===== src/rtl/cla16_pkg.sv =====
package cla16_pkg;

  // Summary of a group of bit positions for the next lookahead level.
  typedef struct packed {
    logic gen;
    logic prop;
  } grp_sig_t;

  // A position creates a carry on its own.
  function automatic logic bit_gen(input logic x, input logic y);
    return x & y;
  endfunction

  // A position passes an incoming carry on.
  function automatic logic bit_prop(input logic x, input logic y);
    return x | y;
  endfunction

  function automatic logic sum_bit(input logic x, input logic y, input logic c);
    return x ^ y ^ c;
  endfunction

endpackage


===== src/rtl/cla_carry_net.sv =====
module cla_carry_net
  import cla16_pkg::*;
#(
  parameter int N = 4
) (
  input  logic [N-1:0] gen_i,
  input  logic [N-1:0] prop_i,
  input  logic         cin,
  output logic [N:0]   carry_o,
  output grp_sig_t     grp_o
);

  // Flat two-level form of the carry into position idx: OR of every
  // generate term passed through all higher propagates, plus cin
  // passed through every propagate below idx.
  function automatic logic flat_carry(input logic [N-1:0] g,
                                      input logic [N-1:0] p,
                                      input logic         c0,
                                      input int           idx);
    logic acc;
    logic term;
    acc = 1'b0;
    for (int j = 0; j < idx; j++) begin
      term = g[j];
      for (int k = j + 1; k < idx; k++) term = term & p[k];
      acc = acc | term;
    end
    term = c0;
    for (int k = 0; k < idx; k++) term = term & p[k];
    return acc | term;
  endfunction

  function automatic logic all_prop(input logic [N-1:0] p);
    logic acc;
    acc = 1'b1;
    for (int k = 0; k < N; k++) acc = acc & p[k];
    return acc;
  endfunction

  for (genvar i = 0; i <= N; i++) begin : g_carry
    assign carry_o[i] = flat_carry(gen_i, prop_i, cin, i);
  end

  assign grp_o.gen  = flat_carry(gen_i, prop_i, 1'b0, N);
  assign grp_o.prop = all_prop(prop_i);

  // The parallel carries must agree with the step-by-step recurrence.
  always_comb begin
    for (int i = 0; i < N; i++) begin
      AST_RIPPLE_AGREES: assert (carry_o[i+1] == (gen_i[i] | (prop_i[i] & carry_o[i])))
        else $error("carry %0d disagrees with recurrence", i + 1);
    end
    AST_GROUP_FORM: assert (carry_o[N] == (grp_o.gen | (grp_o.prop & cin)))
      else $error("group summary inconsistent with group carry-out");
  end

endmodule


===== src/rtl/cla_slice.sv =====
module cla_slice
  import cla16_pkg::*;
#(
  parameter int W = 4
) (
  input  logic [W-1:0] x_i,
  input  logic [W-1:0] y_i,
  input  logic         cin,
  output logic [W-1:0] sum_o,
  output grp_sig_t     grp_o,
  output logic         msb_carry_o,
  output logic         cout_o
);

  logic [W-1:0] gen_w;
  logic [W-1:0] prop_w;
  logic [W:0]   carry_w;

  for (genvar i = 0; i < W; i++) begin : g_bit
    assign gen_w[i]  = bit_gen(x_i[i], y_i[i]);
    assign prop_w[i] = bit_prop(x_i[i], y_i[i]);
    assign sum_o[i]  = sum_bit(x_i[i], y_i[i], carry_w[i]);
  end

  cla_carry_net #(.N(W)) u_net (
    .gen_i  (gen_w),
    .prop_i (prop_w),
    .cin    (cin),
    .carry_o(carry_w),
    .grp_o  (grp_o)
  );

  assign msb_carry_o = carry_w[W-1];
  assign cout_o      = carry_w[W];

  always_comb begin
    AST_SLICE_ADD: assert ({cout_o, sum_o} == ({1'b0, x_i} + {1'b0, y_i} + {{W{1'b0}}, cin}))
      else $error("slice sum mismatch");
  end

endmodule


===== src/rtl/cla16_adder.sv =====
module cla16_adder
  import cla16_pkg::*;
#(
  parameter int SLICE_W   = 4,
  parameter int SLICE_CNT = 4
) (
  input  logic [SLICE_W*SLICE_CNT-1:0] op_a,
  input  logic [SLICE_W*SLICE_CNT-1:0] op_b,
  input  logic                         carry_in,
  output logic [SLICE_W*SLICE_CNT-1:0] sum_o,
  output logic                         carry_o,
  output logic                         ovf_o,
  output logic                         blk_gen_o,
  output logic                         blk_prop_o
);

  localparam int WIDTH = SLICE_W * SLICE_CNT;
  localparam int MSB   = WIDTH - 1;

  grp_sig_t [SLICE_CNT-1:0] slc_grp;
  logic     [SLICE_CNT-1:0] slc_gen;
  logic     [SLICE_CNT-1:0] slc_prop;
  logic     [SLICE_CNT-1:0] slc_msb_c;
  logic     [SLICE_CNT-1:0] slc_cout;
  logic     [SLICE_CNT:0]   la_carry;
  grp_sig_t                 blk_grp;

  for (genvar s = 0; s < SLICE_CNT; s++) begin : g_slice
    cla_slice #(.W(SLICE_W)) u_slice (
      .x_i        (op_a[s*SLICE_W +: SLICE_W]),
      .y_i        (op_b[s*SLICE_W +: SLICE_W]),
      .cin        (la_carry[s]),
      .sum_o      (sum_o[s*SLICE_W +: SLICE_W]),
      .grp_o      (slc_grp[s]),
      .msb_carry_o(slc_msb_c[s]),
      .cout_o     (slc_cout[s])
    );
    assign slc_gen[s]  = slc_grp[s].gen;
    assign slc_prop[s] = slc_grp[s].prop;
  end

  // Second lookahead level over the slice summaries.
  cla_carry_net #(.N(SLICE_CNT)) u_lookahead (
    .gen_i  (slc_gen),
    .prop_i (slc_prop),
    .cin    (carry_in),
    .carry_o(la_carry),
    .grp_o  (blk_grp)
  );

  assign carry_o    = la_carry[SLICE_CNT];
  assign blk_gen_o  = blk_grp.gen;
  assign blk_prop_o = blk_grp.prop;
  assign ovf_o      = slc_msb_c[SLICE_CNT-1] ^ carry_o;

  always_comb begin
    AST_SUM_MATCH: assert ({carry_o, sum_o} == ({1'b0, op_a} + {1'b0, op_b} + {{WIDTH{1'b0}}, carry_in}))
      else $error("sum/carry mismatch");
    AST_OVERFLOW_RULE: assert (ovf_o == ((op_a[MSB] == op_b[MSB]) && (sum_o[MSB] != op_a[MSB])))
      else $error("overflow flag wrong");
    AST_ZERO_ADD: assert (!((op_a == '0) && (op_b == '0) && !carry_in) || ((sum_o == '0) && !carry_o && !ovf_o))
      else $error("zero plus zero wrong");
    AST_BLK_PROP: assert (blk_prop_o == (&(op_a | op_b)))
      else $error("block propagate wrong");
    for (int s = 0; s < SLICE_CNT; s++) begin
      AST_SLICE_HANDOFF: assert (slc_cout[s] == la_carry[s+1])
        else $error("slice %0d carry-out disagrees with lookahead", s);
      AST_MSB_CARRY: assert (slc_msb_c[s] ==
                             (op_a[s*SLICE_W+SLICE_W-1] ^ op_b[s*SLICE_W+SLICE_W-1] ^ sum_o[s*SLICE_W+SLICE_W-1]))
        else $error("slice %0d carry into top bit wrong", s);
    end
  end

endmodule


===== config.mk =====
export PLATFORM = sky130hd
export DESIGN_NAME = cla16_adder
export DESIGN_NICKNAME = d
export VERILOG_FILES = /design/src/rtl/cla16_pkg.sv /design/src/rtl/cla_carry_net.sv /design/src/rtl/cla_slice.sv /design/src/rtl/cla16_adder.sv
export SDC_FILE = /design/constraint.sdc
export NUM_CORES = 1
export LEC_CHECK = 0
export BUFFER_PORTS_ARGS = -buffer_cell sky130_fd_sc_hd__buf_2
export CAP_MARGIN = 20
export CORE_MARGIN = 2
export CORE_UTILIZATION = 54
export DETAILED_ROUTE_END_ITERATION = 7
export MAX_ROUTING_LAYER = met4
export PLACE_DENSITY = 0.95
export SLEW_MARGIN = 5
export SYNTH_ARGS = -nofsm -noshare
export SYNTH_HDL_FRONTEND = slang
export SYNTH_SLANG_ARGS = --single-unit

===== constraint.sdc =====
create_clock -name vclk -period 5.05
set_input_delay 0.7575 -clock vclk [all_inputs]
set_output_delay 0.7575 -clock vclk [all_outputs]
set_load 0.01 [all_outputs]

==> flow_metrics.env <==
export IMPL_status="finished clean"
export IMPL_gp_congestion=0.781
export IMPL_critPathMaxStageDelay_ns=0.39
export IMPL_finish_instance_area_sq_mm=0.00144
export IMPL_post_cts_buffers=0
export IMPL_rsz0062_at_grt="no"
export IMPL_nClkBuffers=0
export IMPL_register_area_sq_um=0
export IMPL_required_ns=4.29
export IMPL_multi_input_area_sq_um=978
export IMPL_antenna_found_initial=0
export IMPL_drc_errors=0
export IMPL_ir_worst_vdd_mv=0.0739
export IMPL_dieArea_sq_mm=0.00249
export IMPL_grt_pass1_vias=1069
export IMPL_wl_per_cell_um=10.3
export IMPL_syn_to_final_growth_pct=26.2
export IMPL_worst_setup_path_end_kind="primary output"
export IMPL_wirelength_um=2360
export IMPL_synth_area_leaders="ha_1 (35%), inv_1 (13%), fa_1 (7.0%)"
export IMPL_crit_start="op_a[0]"
export IMPL_place_area_sq_mm=0.00144
export IMPL_vias=1118
export IMPL_stdcell_count=228
export IMPL_coreArea_sq_mm=0.00198
export IMPL_synthDistinctLibCells=35
export IMPL_grtUsageMet3_pct=0.303
export IMPL_viasPerCell=4.90
export IMPL_placedCellCount=228
export IMPL_dpl_worst_slack_ns=1.56
export IMPL_busiest_layer="met2"
export IMPL_synth_net_count=217
export IMPL_dp_hpwl_um=2200
export IMPL_maxSlewViolCount=0
export IMPL_drt_iter0_drc=19
export IMPL_met2_usage_pct=40.2
export IMPL_power_mw=0.160
export IMPL_fp_row_count=16
export IMPL_syn_area_per_cell_sq_um=7.70
export IMPL_cp_max_fo=4
export IMPL_ys_warn_count=0
export IMPL_critPathKind="in2out"
export IMPL_grt_ovfl_total=0
export IMPL_final_antenna_net_count=0
export IMPL_period_share_pct=69.6
export IMPL_design_seq_count=0
export IMPL_cts_resized=0
export IMPL_seq_area_frac_synth_pct=0
export IMPL_slew_headroom_pct=75.9
export IMPL_drive_gt1_share_pct=34.3
export IMPL_netlist_area_sq_mm=0.00114
export IMPL_fin_setup_tns_ns=0
export IMPL_grt_max_degree=6
export IMPL_io_pins=53
export IMPL_p_leak_nw=0.864
export IMPL_max_freq_mhz=284
export IMPL_synth_top_area_share_pct=35.1
export IMPL_first_pass_iters=4
export IMPL_num_antenna_cells=0
export IMPL_critPathLaunchType="input pin"
export IMPL_final_cell_mix="buf_2 (53), inv_1 (40), ha_1 (32)"
export IMPL_numPortBuffers=53
export IMPL_grt_usage_pct=20.2
export IMPL_slowest_stage="fa_1"
export IMPL_cp_data_arrival_time_ns=2.76
export IMPL_crit_chain="buf_2 > ha_1 > nor2b_1 > o21ai_1 > nand3_1 > a21oi_1 > inv_1 > fa_1 > xor2_1 > buf_2"
export IMPL_fillerInstances=162
export IMPL_worst_slack_ns=1.53
export IMPL_mostFrequentLayoutCell="buf_2"
export IMPL_grt_pass1_wl_um=4090
export IMPL_die_w_um=49.9
export IMPL_p_per_area_mw_per_mm2=111
export IMPL_finalSetupViolCount=0
export IMPL_nNetsFinal=272
export IMPL_hold_buffers=0
export IMPL_period_minus_slack_ns=3.52
export IMPL_tightest_slew_ns=0.362
export IMPL_hold_viol=0
export IMPL_hold_path_class="in2out"
export IMPL_post_route_util_pct=72.6
export IMPL_yosys_area_top_type="ha_1"
export IMPL_crit_top_cell="buf_2"
export IMPL_drv_cap=0
export IMPL_hp_start="op_b[0]"
export IMPL_hold_slack_ns=1.90
export IMPL_dieHeight_um=49.9
export IMPL_met1_usage_pct=23.2
export IMPL_synthCells=148
export IMPL_start_util_pct=57.5
layer usage:
| layer | up-vias | wire [um] |
|---|---|---|
| met5 | - | 0 |
| met1 | 506 | 984 |
| li1 | 581 | - |
| met3 | 0 | 96 |
| met2 | 31 | 1280 |
| met4 | 0 | 0 |
synth_stat cells, types with 2 or more instances:
cell       number
inv_1          40
ha_1           32
nor2_1         10
xor2_1          8
a21oi_1         6
fa_1            4
nand3_1         4
a21oi_2         3
inv_2           3
nand2_1         3
nor2b_1         3
nor4_2          3
o21bai_1        3
a2111oi_2       2
a21o_1          2
o31ai_1         2
xnor2_1         2
critical path, delay by kind of cell:
family | cells | cell delay [ns]
buf+inv | 3 | 0.38
simple gates | 2 | 0.32
xor+xnor | 1 | 0.16
compound gates | 2 | 0.56
fa+ha+maj | 2 | 0.59
final cells by class:
class	count	area share, %
Inverter	43	11.2
Timing Repair Buffer	53	18.4
Tap cell	27	2.35
Multi-Input combinational cell	105	68.0
worst paths after layout:
check	to	slack, ns	cells past startpoint
setup / recovery	sum_o[9]	1.53	10
hold / removal	sum_o[0]	1.90	3
logic make-up after synthesis:
family	share of synthesized area, %
AOI/OAI and AO/OA	20.3
adders and majority gates	42.2
xor gates and xnor gates	7.68
buffers and inverters	14.2
muxes	1.32
and+or+nand+nor	14.4
power by group:
group	leakage (nW)	switching, mW	total, mW	internal, mW
clock	0	0	0	0
combinational	0.864	0.0867	0.160	0.0735
sequential	0	0	0	0
Power figures use the tool's default switching activity.
